`config.mk`:
```
export PLATFORM = sky130hd
export DESIGN_NAME = kdf_ctrl
export DESIGN_NICKNAME = d
export VERILOG_FILES = /design/src/rtl/kdf_ctrl_pkg.sv /design/src/rtl/kdf_pattern_check.sv /design/src/rtl/kdf_state_reg.sv /design/src/rtl/kdf_ctrl.sv
export SDC_FILE = /design/constraint.sdc
export NUM_CORES = 1
export LEC_CHECK = 0
export BUFFER_PORTS_ARGS = -buffer_cell sky130_fd_sc_hd__buf_4
export CORE_AREA = 2 2 119 121
export DETAILED_ROUTE_END_ITERATION = 8
export DIE_AREA = 0 0 121 123
export PLACE_DENSITY = 0.81
export SLEW_MARGIN = 10
export SYNTH_ARGS = -nofsm -noshare
export SYNTH_HDL_FRONTEND = slang
export SYNTH_HIERARCHICAL = 1
export SYNTH_SLANG_ARGS = --single-unit
export TNS_END_PERCENT = 100
```
`constraint.sdc`:
```
create_clock -name clk_i -period 8.85 [get_ports clk_i]
set_clock_uncertainty 0.1 [all_clocks]
set_input_delay 0.885 -clock clk_i [delete_from_list [all_inputs] [get_ports clk_i]]
set_output_delay 0.885 -clock clk_i [all_outputs]
set_load 0.05 [all_outputs]
```
`src/rtl/kdf_ctrl_pkg.sv`:
```
package kdf_ctrl_pkg;

   typedef enum logic [1:0] {
      OP_ADVANCE = 2'd0,
      OP_GEN_ID  = 2'd1,
      OP_GEN_SW  = 2'd2,
      OP_DISABLE = 2'd3
   } kdf_op_e;

   typedef enum logic [2:0] {
      WS_RESET     = 3'd0,
      WS_CREATOR   = 3'd1,
      WS_OWNER_INT = 3'd2,
      WS_OWNER     = 3'd3,
      WS_DISABLED  = 3'd4,
      WS_INVALID   = 3'd5
   } kdf_ws_e;

   typedef enum logic [1:0] {
      STS_IDLE = 2'd0,
      STS_BUSY = 2'd1,
      STS_OK   = 2'd2,
      STS_FAIL = 2'd3
   } kdf_sts_e;

   localparam int unsigned ERR_W    = 4;
   localparam int unsigned ERR_CMD  = 0;
   localparam int unsigned ERR_VER  = 1;
   localparam int unsigned ERR_DATA = 2;
   localparam int unsigned ERR_HASH = 3;

   // sparse state codes, pairwise distance of at least four
   localparam int unsigned ENC_W = 8;
   localparam logic [ENC_W-1:0] ENC_RESET     = 8'b0101_1100;
   localparam logic [ENC_W-1:0] ENC_CREATOR   = 8'b1010_0110;
   localparam logic [ENC_W-1:0] ENC_OWNER_INT = 8'b0011_1001;
   localparam logic [ENC_W-1:0] ENC_OWNER     = 8'b1100_0011;
   localparam logic [ENC_W-1:0] ENC_DISABLED  = 8'b1111_0000;
   localparam logic [ENC_W-1:0] ENC_INVALID   = 8'b0000_1111;

   function automatic logic [ENC_W-1:0] ws_encode(kdf_ws_e s);
      case (s)
         WS_RESET:     return ENC_RESET;
         WS_CREATOR:   return ENC_CREATOR;
         WS_OWNER_INT: return ENC_OWNER_INT;
         WS_OWNER:     return ENC_OWNER;
         WS_DISABLED:  return ENC_DISABLED;
         default:      return ENC_INVALID;
      endcase
   endfunction

   function automatic logic ws_operating(kdf_ws_e s);
      return (s == WS_CREATOR) || (s == WS_OWNER_INT) || (s == WS_OWNER);
   endfunction

   function automatic logic op_legal(kdf_op_e op, kdf_ws_e s, logic lc_en);
      if (s == WS_INVALID) return 1'b0;
      case (op)
         OP_DISABLE: return 1'b1;
         OP_ADVANCE: return (s != WS_DISABLED) && !(s == WS_RESET && !lc_en);
         default:    return ws_operating(s);
      endcase
   endfunction

   function automatic kdf_ws_e ws_next(kdf_ws_e s);
      case (s)
         WS_RESET:     return WS_CREATOR;
         WS_CREATOR:   return WS_OWNER_INT;
         WS_OWNER_INT: return WS_OWNER;
         default:      return WS_DISABLED;
      endcase
   endfunction

endpackage

```
`src/rtl/kdf_pattern_check.sv`:
```
module kdf_pattern_check #(
   parameter int unsigned NUM_VAL = 1,
   parameter int unsigned VAL_W   = 32
) (
   input  logic [NUM_VAL-1:0][VAL_W-1:0] vals_i,
   output logic                          bad_o
);
   logic [NUM_VAL-1:0] bad_each;

   for (genvar g = 0; g < NUM_VAL; g++) begin : g_val
      assign bad_each[g] = (&vals_i[g]) | ~(|vals_i[g]);
   end

   assign bad_o = |bad_each;
endmodule

```
`src/rtl/kdf_state_reg.sv`:
```
module kdf_state_reg
   import kdf_ctrl_pkg::*;
(
   input  logic    clk_i,
   input  logic    rst_ni,
   input  kdf_ws_e ws_d_i,
   output kdf_ws_e ws_q_o,
   output logic    illegal_o
);
   logic [ENC_W-1:0] code_q;

   always_ff @(posedge clk_i or negedge rst_ni) begin
      if (!rst_ni) code_q <= ENC_RESET;
      else         code_q <= ws_encode(ws_d_i);
   end

   always_comb begin
      illegal_o = 1'b0;
      case (code_q)
         ENC_RESET:     ws_q_o = WS_RESET;
         ENC_CREATOR:   ws_q_o = WS_CREATOR;
         ENC_OWNER_INT: ws_q_o = WS_OWNER_INT;
         ENC_OWNER:     ws_q_o = WS_OWNER;
         ENC_DISABLED:  ws_q_o = WS_DISABLED;
         ENC_INVALID:   ws_q_o = WS_INVALID;
         default: begin
            ws_q_o    = WS_INVALID;
            illegal_o = 1'b1;
         end
      endcase
   end
endmodule

```
`src/rtl/kdf_ctrl.sv`:
```
module kdf_ctrl
   import kdf_ctrl_pkg::*;
#(
   parameter int unsigned KEY_W = 32,
   parameter int unsigned VER_W = 8
) (
   input  logic             clk_i,
   input  logic             rst_ni,
   input  logic             lc_en_i,
   input  logic             fault_i,
   input  logic             cmd_start_i,
   input  logic [1:0]       cmd_op_i,
   input  logic [VER_W-1:0] key_ver_i,
   input  logic [VER_W-1:0] max_ver_i,
   input  logic [KEY_W-1:0] root_key_i,
   input  logic             root_key_vld_i,
   input  logic [KEY_W-1:0] health_i,
   input  logic [KEY_W-1:0] rom_dig_i,
   input  logic             rom_dig_vld_i,
   input  logic [KEY_W-1:0] creator_seed_i,
   input  logic [KEY_W-1:0] owner_seed_i,
   input  logic [ERR_W-1:0] err_clr_i,
   input  logic             bind_rearm_i,
   input  logic             hash_valid_i,
   input  logic             hash_err_i,
   input  logic [KEY_W-1:0] hash_digest_i,
   output logic             hash_req_o,
   output logic [KEY_W-1:0] work_key_o,
   output logic             work_key_vld_o,
   output logic [KEY_W-1:0] sw_out_o,
   output logic             sw_out_vld_o,
   output logic [2:0]       state_o,
   output logic [1:0]       op_status_o,
   output logic             op_done_o,
   output logic             err_irq_o,
   output logic             recov_alert_o,
   output logic             fatal_alert_o,
   output logic [ERR_W-1:0] err_code_o,
   output logic             fault_sts_o,
   output logic             cfg_wen_o,
   output logic             bind_wen_o
);
   localparam int unsigned NUM_HW = 5;

   if (KEY_W < 4) begin : g_bad_key_w
      $error("kdf_ctrl: KEY_W must be at least 4");
   end
   if (VER_W < 1) begin : g_bad_ver_w
      $error("kdf_ctrl: VER_W must be at least 1");
   end

   kdf_ws_e ws_q, ws_d;
   logic    ws_illegal;

   kdf_state_reg u_state (
      .clk_i     (clk_i),
      .rst_ni    (rst_ni),
      .ws_d_i    (ws_d),
      .ws_q_o    (ws_q),
      .illegal_o (ws_illegal)
   );

   logic [NUM_HW-1:0][KEY_W-1:0] hw_vals;
   logic                         hw_pat_bad, dig_pat_bad;
   assign hw_vals = {root_key_i, health_i, rom_dig_i, creator_seed_i, owner_seed_i};

   kdf_pattern_check #(.NUM_VAL(NUM_HW), .VAL_W(KEY_W)) u_hw_chk (
      .vals_i (hw_vals),
      .bad_o  (hw_pat_bad)
   );
   kdf_pattern_check #(.NUM_VAL(1), .VAL_W(KEY_W)) u_dig_chk (
      .vals_i (hash_digest_i),
      .bad_o  (dig_pat_bad)
   );

   logic             busy_q, busy_d, kv_q, kv_d, swv_q, swv_d;
   logic             done_q, done_d, fail_q, fail_d, fs_q, fs_d, bind_q, bind_d;
   kdf_op_e          op_q, op_d, op_in;
   kdf_sts_e         sts_q, sts_d;
   logic [KEY_W-1:0] key_q, key_d, sw_q, sw_d;
   logic [ERR_W-1:0] err_q, err_d, err_new;
   logic             ok, fail, ver_bad, dat_bad;

   assign op_in = kdf_op_e'(cmd_op_i);

   always_comb begin
      ws_d    = ws_q;
      busy_d  = busy_q;
      op_d    = op_q;
      key_d   = key_q;
      kv_d    = kv_q;
      sw_d    = sw_q;
      swv_d   = swv_q;
      bind_d  = bind_q;
      sts_d   = sts_q;
      fs_d    = fs_q;
      err_new = '0;
      ok      = 1'b0;
      fail    = 1'b0;
      ver_bad = (op_in != OP_ADVANCE) && (key_ver_i > max_ver_i);
      dat_bad = hw_pat_bad || !root_key_vld_i || !rom_dig_vld_i;

      if (bind_rearm_i && !busy_q) bind_d = 1'b1;

      if (busy_q) begin
         if (hash_valid_i) begin
            busy_d = 1'b0;
            if (!op_legal(op_q, ws_q, lc_en_i)) begin
               fail             = 1'b1;
               err_new[ERR_CMD] = 1'b1;
            end else if (hash_err_i || dig_pat_bad) begin
               fail              = 1'b1;
               err_new[ERR_HASH] = 1'b1;
            end else begin
               ok = 1'b1;
               if (op_q == OP_ADVANCE) begin
                  key_d  = hash_digest_i;
                  kv_d   = 1'b1;
                  ws_d   = ws_next(ws_q);
                  bind_d = 1'b0;
               end else begin
                  sw_d  = hash_digest_i;
                  swv_d = 1'b1;
               end
            end
         end
      end else if (cmd_start_i) begin
         op_d = op_in;
         if (fs_q || !op_legal(op_in, ws_q, lc_en_i)) begin
            fail             = 1'b1;
            err_new[ERR_CMD] = 1'b1;
         end else if (op_in == OP_DISABLE || (op_in == OP_ADVANCE && ws_q == WS_OWNER)) begin
            ok    = 1'b1;
            ws_d  = WS_DISABLED;
            key_d = '0;
            kv_d  = 1'b0;
            swv_d = 1'b0;
            if (op_in == OP_ADVANCE) bind_d = 1'b0;
         end else if (ver_bad || dat_bad) begin
            fail              = 1'b1;
            err_new[ERR_VER]  = ver_bad;
            err_new[ERR_DATA] = dat_bad;
            if (ver_bad) key_d = ~key_q;
         end else begin
            busy_d = 1'b1;
            sts_d  = STS_BUSY;
         end
      end

      if (fail)    sts_d = STS_FAIL;
      else if (ok) sts_d = STS_OK;
      done_d = ok | fail;
      fail_d = fail;
      err_d  = (err_q & ~err_clr_i) | err_new;

      if (!lc_en_i && ws_operating(ws_q)) begin
         ws_d  = WS_DISABLED;
         key_d = '0;
         kv_d  = 1'b0;
         swv_d = 1'b0;
      end

      if (fault_i || ws_illegal) fs_d = 1'b1;
      if (fault_i || ws_illegal || fs_q) begin
         ws_d  = WS_INVALID;
         key_d = '0;
         kv_d  = 1'b0;
         swv_d = 1'b0;
      end
   end

   always_ff @(posedge clk_i or negedge rst_ni) begin
      if (!rst_ni) begin
         busy_q <= 1'b0;
         op_q   <= OP_ADVANCE;
         key_q  <= '0;
         kv_q   <= 1'b0;
         sw_q   <= '0;
         swv_q  <= 1'b0;
         bind_q <= 1'b1;
         sts_q  <= STS_IDLE;
         done_q <= 1'b0;
         fail_q <= 1'b0;
         err_q  <= '0;
         fs_q   <= 1'b0;
      end else begin
         busy_q <= busy_d;
         op_q   <= op_d;
         key_q  <= key_d;
         kv_q   <= kv_d;
         sw_q   <= sw_d;
         swv_q  <= swv_d;
         bind_q <= bind_d;
         sts_q  <= sts_d;
         done_q <= done_d;
         fail_q <= fail_d;
         err_q  <= err_d;
         fs_q   <= fs_d;
      end
   end

   assign hash_req_o     = busy_q;
   assign cfg_wen_o      = ~busy_q;
   assign work_key_o     = key_q;
   assign work_key_vld_o = kv_q;
   assign sw_out_o       = sw_q;
   assign sw_out_vld_o   = swv_q;
   assign state_o        = ws_q;
   assign op_status_o    = sts_q;
   assign op_done_o      = done_q;
   assign err_irq_o      = fail_q;
   assign recov_alert_o  = fail_q;
   assign fatal_alert_o  = fs_q;
   assign err_code_o     = err_q;
   assign fault_sts_o    = fs_q;
   assign bind_wen_o     = bind_q;
endmodule

```
# Word level (Yosys, flattened, before mapping)
# Cells that the tools add are included.
# classes
magnitude_cmp	1
n_eq_ne	27
muxes	107
n_bitwise	20
n_reduce_logical	52
# ops
cell	n
$mux W32	12
$reduce_and A32 Y1	6
$reduce_or A32 Y1	6
$mux W1	68
$pmux W8 S5	1
$mux W3	11
$not A32 Y32	1
$eq A8 B8 Y1 const B	3
$mux W2	11
$ne A4 B2 Y1 const B	4
$pmux W3 S5	1
$reduce_and A7 Y1	2
$eq A3 B2 Y1 const B	4
$ne A3 B3 Y1 const B	4
$logic_or A1 B1 Y1	10
$reduce_and A5 Y1	2
$reduce_bool A5 Y1	2
$not A1 Y1	9
$pmux W3 S3	1
$eq A8 B4 Y1 const B	1
$eq A8 B6 Y1 const B	1
$eq A8 B7 Y1 const B	1
$gt A8 B8 Y1	1
$ne A4 B1 Y1 const B	2
other kinds (20)	43
# totals
regBits	87
input_bits	224
out_inout_bits	83
elab_cells	220

# Logic depth before layout (Yosys ltp)
# logic_depth
depth_word	19
depth_mapped	14
mapped_depth_nobuf	12

# Hierarchy
# The synthesis kept the hierarchy.
# modules_own_cells
mod	instances	cells_each	area_per_inst_um2	seq_area_each_um2
kdf_ctrl	1	355	4147.7	1978.1
kdf_pattern_check (u_hw_chk)	1	109	674.4	0.0
kdf_state_reg	1	42	439.2	205.2
kdf_pattern_check (u_dig_chk)	1	21	140.1	0.0

# Worst setup path before layout
# OpenSTA, ideal clock, no wires.
# synth_timing
path_kind	register -> register
start	reg u_state.code_q[2]
end	reg u_state.code_q[6]
setup_time_ns	0.059
arrival_time_ns	3.912
t_required_ns	8.691
setup_slack_ns	4.779
stages_incl_launch_ff	13
n_path_buf	1
period_less_slack_ns	4.071
path_cell_list	dfstp_2 -> nand4bb_1 -> nor2_2 -> nor3_1 -> buf_4 -> nor2b_2 -> o41ai_2 -> nor3_4 -> mux2i_1 -> o31ai_1 -> inv_1 -> nor2_1 -> a21o_1
# synth_between
elab_chain_len	19
word_cells_on_any_way	57
classes_between	eq/ne (15); mux (27); reduce/logical (15)
# synth_rtl
element	line	rtl
start: declaration	kdf_state_reg.sv:10	logic [ENC_W-1:0] code_q;
start signal: assignment	kdf_state_reg.sv:14	else code_q <= ws_encode(ws_d_i);
$eq A8 B8 Y1, or another cell as far along	kdf_state_reg.sv:19	case (code_q)
$pmux W3 S5 (*)	kdf_state_reg.sv:19	
net state_o[2]	kdf_ctrl.sv:32	output logic [2:0] state_o,
$logic_not A3 Y1	kdf_ctrl_pkg.sv:60, kdf_ctrl_pkg.sv:66	
$logic_and A1 B1 Y1	kdf_ctrl_pkg.sv:60	OP_ADVANCE: return (s != WS_DISABLED) && !(s == WS_RESET && !lc_en);
$logic_not A1 Y1	kdf_ctrl_pkg.sv:60	
$logic_and A1 B1 Y1	kdf_ctrl_pkg.sv:60	
$pmux W1 S2	kdf_ctrl_pkg.sv:58	case (op)
(+5 left out)	n/a	
$mux W3	kdf_ctrl.sv:129	if (fs_q || !op_legal(op_in, ws_q, lc_en_i)) begin
$mux W3	kdf_ctrl.sv:127	end else if (cmd_start_i) begin
$mux W3	kdf_ctrl.sv:105	if (busy_q) begin
$mux W3 (*)	kdf_ctrl.sv:156	if (!lc_en_i && ws_operating(ws_q)) begin
$mux W3 (*)	kdf_ctrl.sv:164	if (fault_i || ws_illegal || fs_q) begin
net ws_d[0]	kdf_ctrl.sv:52	kdf_ws_e ws_q, ws_d;
$eq A3 B3 Y1, or another cell as far along	kdf_ctrl_pkg.sv:42	case (s)
$pmux W8 S5 (*)	kdf_ctrl_pkg.sv:42	
# Mark *: on every way through the listed nets, which the timed path passes. The rest lies on a longest branch. The select of a mux whose other input is x is not followed.
# A chain may end at the register's enable or synchronous reset.

# Worst setup path in the final report
# layout_timing
start	reg u_state.code_q[2]
end	reg key_q[9], in the netlist work_key_o[9]
# layout_between
elab_chain_len	14
word_cells_on_any_way	55
classes_between	eq/ne (16); mux (21); reduce/logical (18)
# layout_rtl
element	line	rtl
$eq A8 B8 Y1, or another cell as far along	kdf_state_reg.sv:19	
$pmux W3 S5	kdf_state_reg.sv:19	
$logic_not A3 Y1	kdf_ctrl_pkg.sv:60	
$logic_and A1 B1 Y1	kdf_ctrl_pkg.sv:60	
$logic_not A1 Y1	kdf_ctrl_pkg.sv:60	
$logic_and A1 B1 Y1	kdf_ctrl_pkg.sv:60	
$pmux W1 S2	kdf_ctrl_pkg.sv:58	
$mux W1	kdf_ctrl_pkg.sv:58	
$mux W1	kdf_ctrl.sv:127	
$mux W1	kdf_ctrl.sv:105	
$logic_not A1 Y1	kdf_ctrl.sv:129	
$logic_or A1 B1 Y1	kdf_ctrl.sv:129	
$ne A4 B2 Y1 (no line)	n/a	
$reduce_and A8 Y1 (no line)	n/a	
end signal: assignment	kdf_ctrl.sv:189	key_q <= key_d;
end: declaration	kdf_ctrl.sv:80	logic [KEY_W-1:0] key_q, key_d, sw_q, sw_d;
# Several ways; a longest one is shown, not always the timed one. The select of a mux whose other input is x is not followed.

==> flow_summary.toml <==
[run_status]
status = "finished clean"

[logic_synthesis]
seq_area_frac_synth_pct = 40.4
synthArstFlopShare_pct = 100
syn_nets = 763
ys.warnings.count = 6
yosysMostFrequentCell = "dfrtp_1"
synth_ff_type = "dfrtp_1"
synthTopCellsByCount = "82 x dfrtp_1, 62 x nand4_1, 58 x nor4_1, 44 x nand2_1, 39 x o21ai_0"
synth_top_area_cell = "dfrtp_1"
synth_top_area_share_pct = 38.0
synth_enable_flop_cells = 0
avgSynthCellArea_um2 = 10.2
synthTopCellsByArea = "dfrtp_1 38%, mux2_4 8.3%, nand4_1 7.2%"
syn_inst = 527
syn-cell-area_um2 = 5400
ys_ff_latch = 87
synth.distinct_cells = 62

[sta]
rsz0062_at_grt = "no"
period_minus_slack_ps = 4660
fin_setup_tns_ps = 0
worst_pin_slew_ps = 1080
finalCritPeriodShare_pct = 52.7
fmax_ghz = 0.215
slew_headroom_pct = 28.2
finalSetupViolations = 0
drv_slew = 0
timing.final.hold_violations = 0

[cts]
postCtsSetupRepairBufs = 0
root_buffer = "clkbuf_16"
clk_pin_slew_ps = 60
tritoncts = "done"
ctsResizeCount = 0
clk_latency_ps = 330
htreeDepth = 3
numCtsBuffers = 9
clock_sinks = 87
clock_tree.buffer_depth = 2
holdBufCountCts = 0

[global_routing]
grtUsageTotal_pct = 25.0
grt_pass1_vias = 5465
grt_pass1_wl_um = 28700
antenna_found_initial = 4
grt.overflow.total = 0
grt_max_degree = 88

[critical_path]
reg2reg_slack_ps = 4190
reg2reg_to = "work_key_o[9]"
critical_path_class = "flip-flop to flip-flop"
cp-end-kind = "flip-flop"
start_kind = "flip-flop"
rr_worst_depth = 10
crit_fanout = 34
crit_arrival_ps = 4770
required_ps = 8960
r2r-start = "u_state/code_q[2]"

[die]
die_x_um = 121
start_util_pct = 39.7
rows = 43
core-area_um2 = 13600
dieHeight_um = 123
floorplan.io_pins = 307
dieArea_um2 = 14900

[place]
placed_cells = 997
io_buffers = 306
gp_congestion = 0.888
dp_hpwl_um = 15500

[min_path]
worstHoldStart = "sw_out_o[27]"
min_path_cells = 1
hp-class = "flip-flop to flip-flop"
hold_path_end = "sw_out_o[27]"

[cells_and_area]
n_fill_cell = 1162
syn2layout_area_growth_pct = 50.5
layout.nets = 1064
utilization_pct = 59.7
drive_above_1_share_pct = 45.7
stdcell_count = 1017

[routing]
drt_wl_total_um = 19000
vias = 5719
wl_per_cell_um = 18.7
drtAntennaViolNets = 0
first_iter_violations = 428
routed_via_density = 5.62
dr.pass1.iters = 5
route.detailed.drc = 0

[pwr]
p_leak_uw = 0.00398
ir_drop_uv = 92.5
power_density_nw_per_um2 = 114

[run]
max-cap-violations = 0
[worst max-delay path, stage by stage, from the launching register on]
cell and delay, ps:
dfstp_2 560, nand4bb_1 150, a21oi_1 130, nor2_1 800, nor2_1 240, o31ai_4 400
or3_1 830, inv_1 220, a21oi_4 190, buf_4 520, mux2_1 390
[cell families after synthesis]
kind of cell	Yosys count	share of synthesized area, %
adders and majority gates	12	2.78
muxes	67	16.2
and+or+nand+nor	226	24.3
buffers and inverters	43	4.38
AOI/OAI and AO/OA	91	11.8
xor gates and xnor gates	1	0.162
DFF	87	40.4
[stage by stage]
| stage | setup WS (ps) | area, um^2 | hold WS (ps) | total power [uW] |
|---|---|---|---|---|
| 5_1_grt | 3880 | 8130 | 398 | 964 |
| 2_1_floorplan | 4780 | 5400 | 437 | 441 |
| 4_1_cts | 4210 | 8120 | 390 | 931 |
| 3_3_place_gp | 4340 | 7820 | 369 | 550 |
| 6_report | 4190 | 8130 | 386 | 925 |
| 3_5_place_dp | 4250 | 7820 | 376 | 553 |
[placed cells by master, fill, tap and decap left out, types with 2 or more instances in the layout]
cell type	instances
a211oi_1	2
a21o_1	3
a21oi_1	14
buf_4	310
clkbuf_16	9
clkinvlp_4	2
dfrtp_1	82
dfstp_2	5
diode_2	4
ha_1	12
inv_1	23
inv_6	2
mux2_1	32
mux2_2	2
mux2_4	30
mux2i_1	2
nand2_1	44
nand2b_1	5
nand3_1	5
nand4_1	62
nand4bb_1	9
nor2_1	24
nor2_2	2
nor3_1	4
nor3_4	2
nor4_1	58
o21a_1	2
o21ai_0	39
o21ai_1	2
o221ai_1	2
o22ai_1	5
or2_1	2
or4_1	2
[per-layer routing]
metal  vias to the layer above  share of wire (%)  track usage (%)
li1                       2657                  -                -
met1                      2776                 43             33.5
met2                       242                 47             38.9
met3                        44                7.0             6.27
met4                         0                3.6             9.67
met5                         -                  0                0
[area by class of cell]
cell class                 instances  area, um^2  area share, %
inverter                          23        86.3           1.06
timing repair buffer             310        2330           28.6
clock inverter                     6        67.6          0.831
clock buffer                      10         229           2.82
tap                              180         225           2.77
sequential                        87        2180           26.9
multi-input combinational        397        3000           36.9
antenna                            4        10.0          0.123
[registers in the layout, summed over array words and instances, names as in the netlist]
name	count
bind_wen_o	1
err_code_o	4
err_irq_o	1
fatal_alert_o	1
hash_req_o	1
op_done_o	1
op_q	2
op_status_o	2
sw_out_o	32
sw_out_vld_o	1
u_state/code_q	8
work_key_o	32
work_key_vld_o	1
[power by group]
part	switching [uW]	internal [uW]
clock network	157	220
registers	0.893	399
logic	68.5	78.9
[worst max-delay path by stage]
stage                            startpoint                 to  slack (ps)
after global placement    u_state/code_q[2]      work_key_o[8]        4340
after detailed placement  u_state/code_q[6]      work_key_o[9]        4250
after global routing      u_state/code_q[2]      work_key_o[9]        3880
final                     u_state/code_q[2]      work_key_o[9]        4190
after CTS                 u_state/code_q[2]      work_key_o[9]        4210
after floorplan           u_state/code_q[2]  u_state/code_q[6]        4780
(Power assumes the default switching activity.)
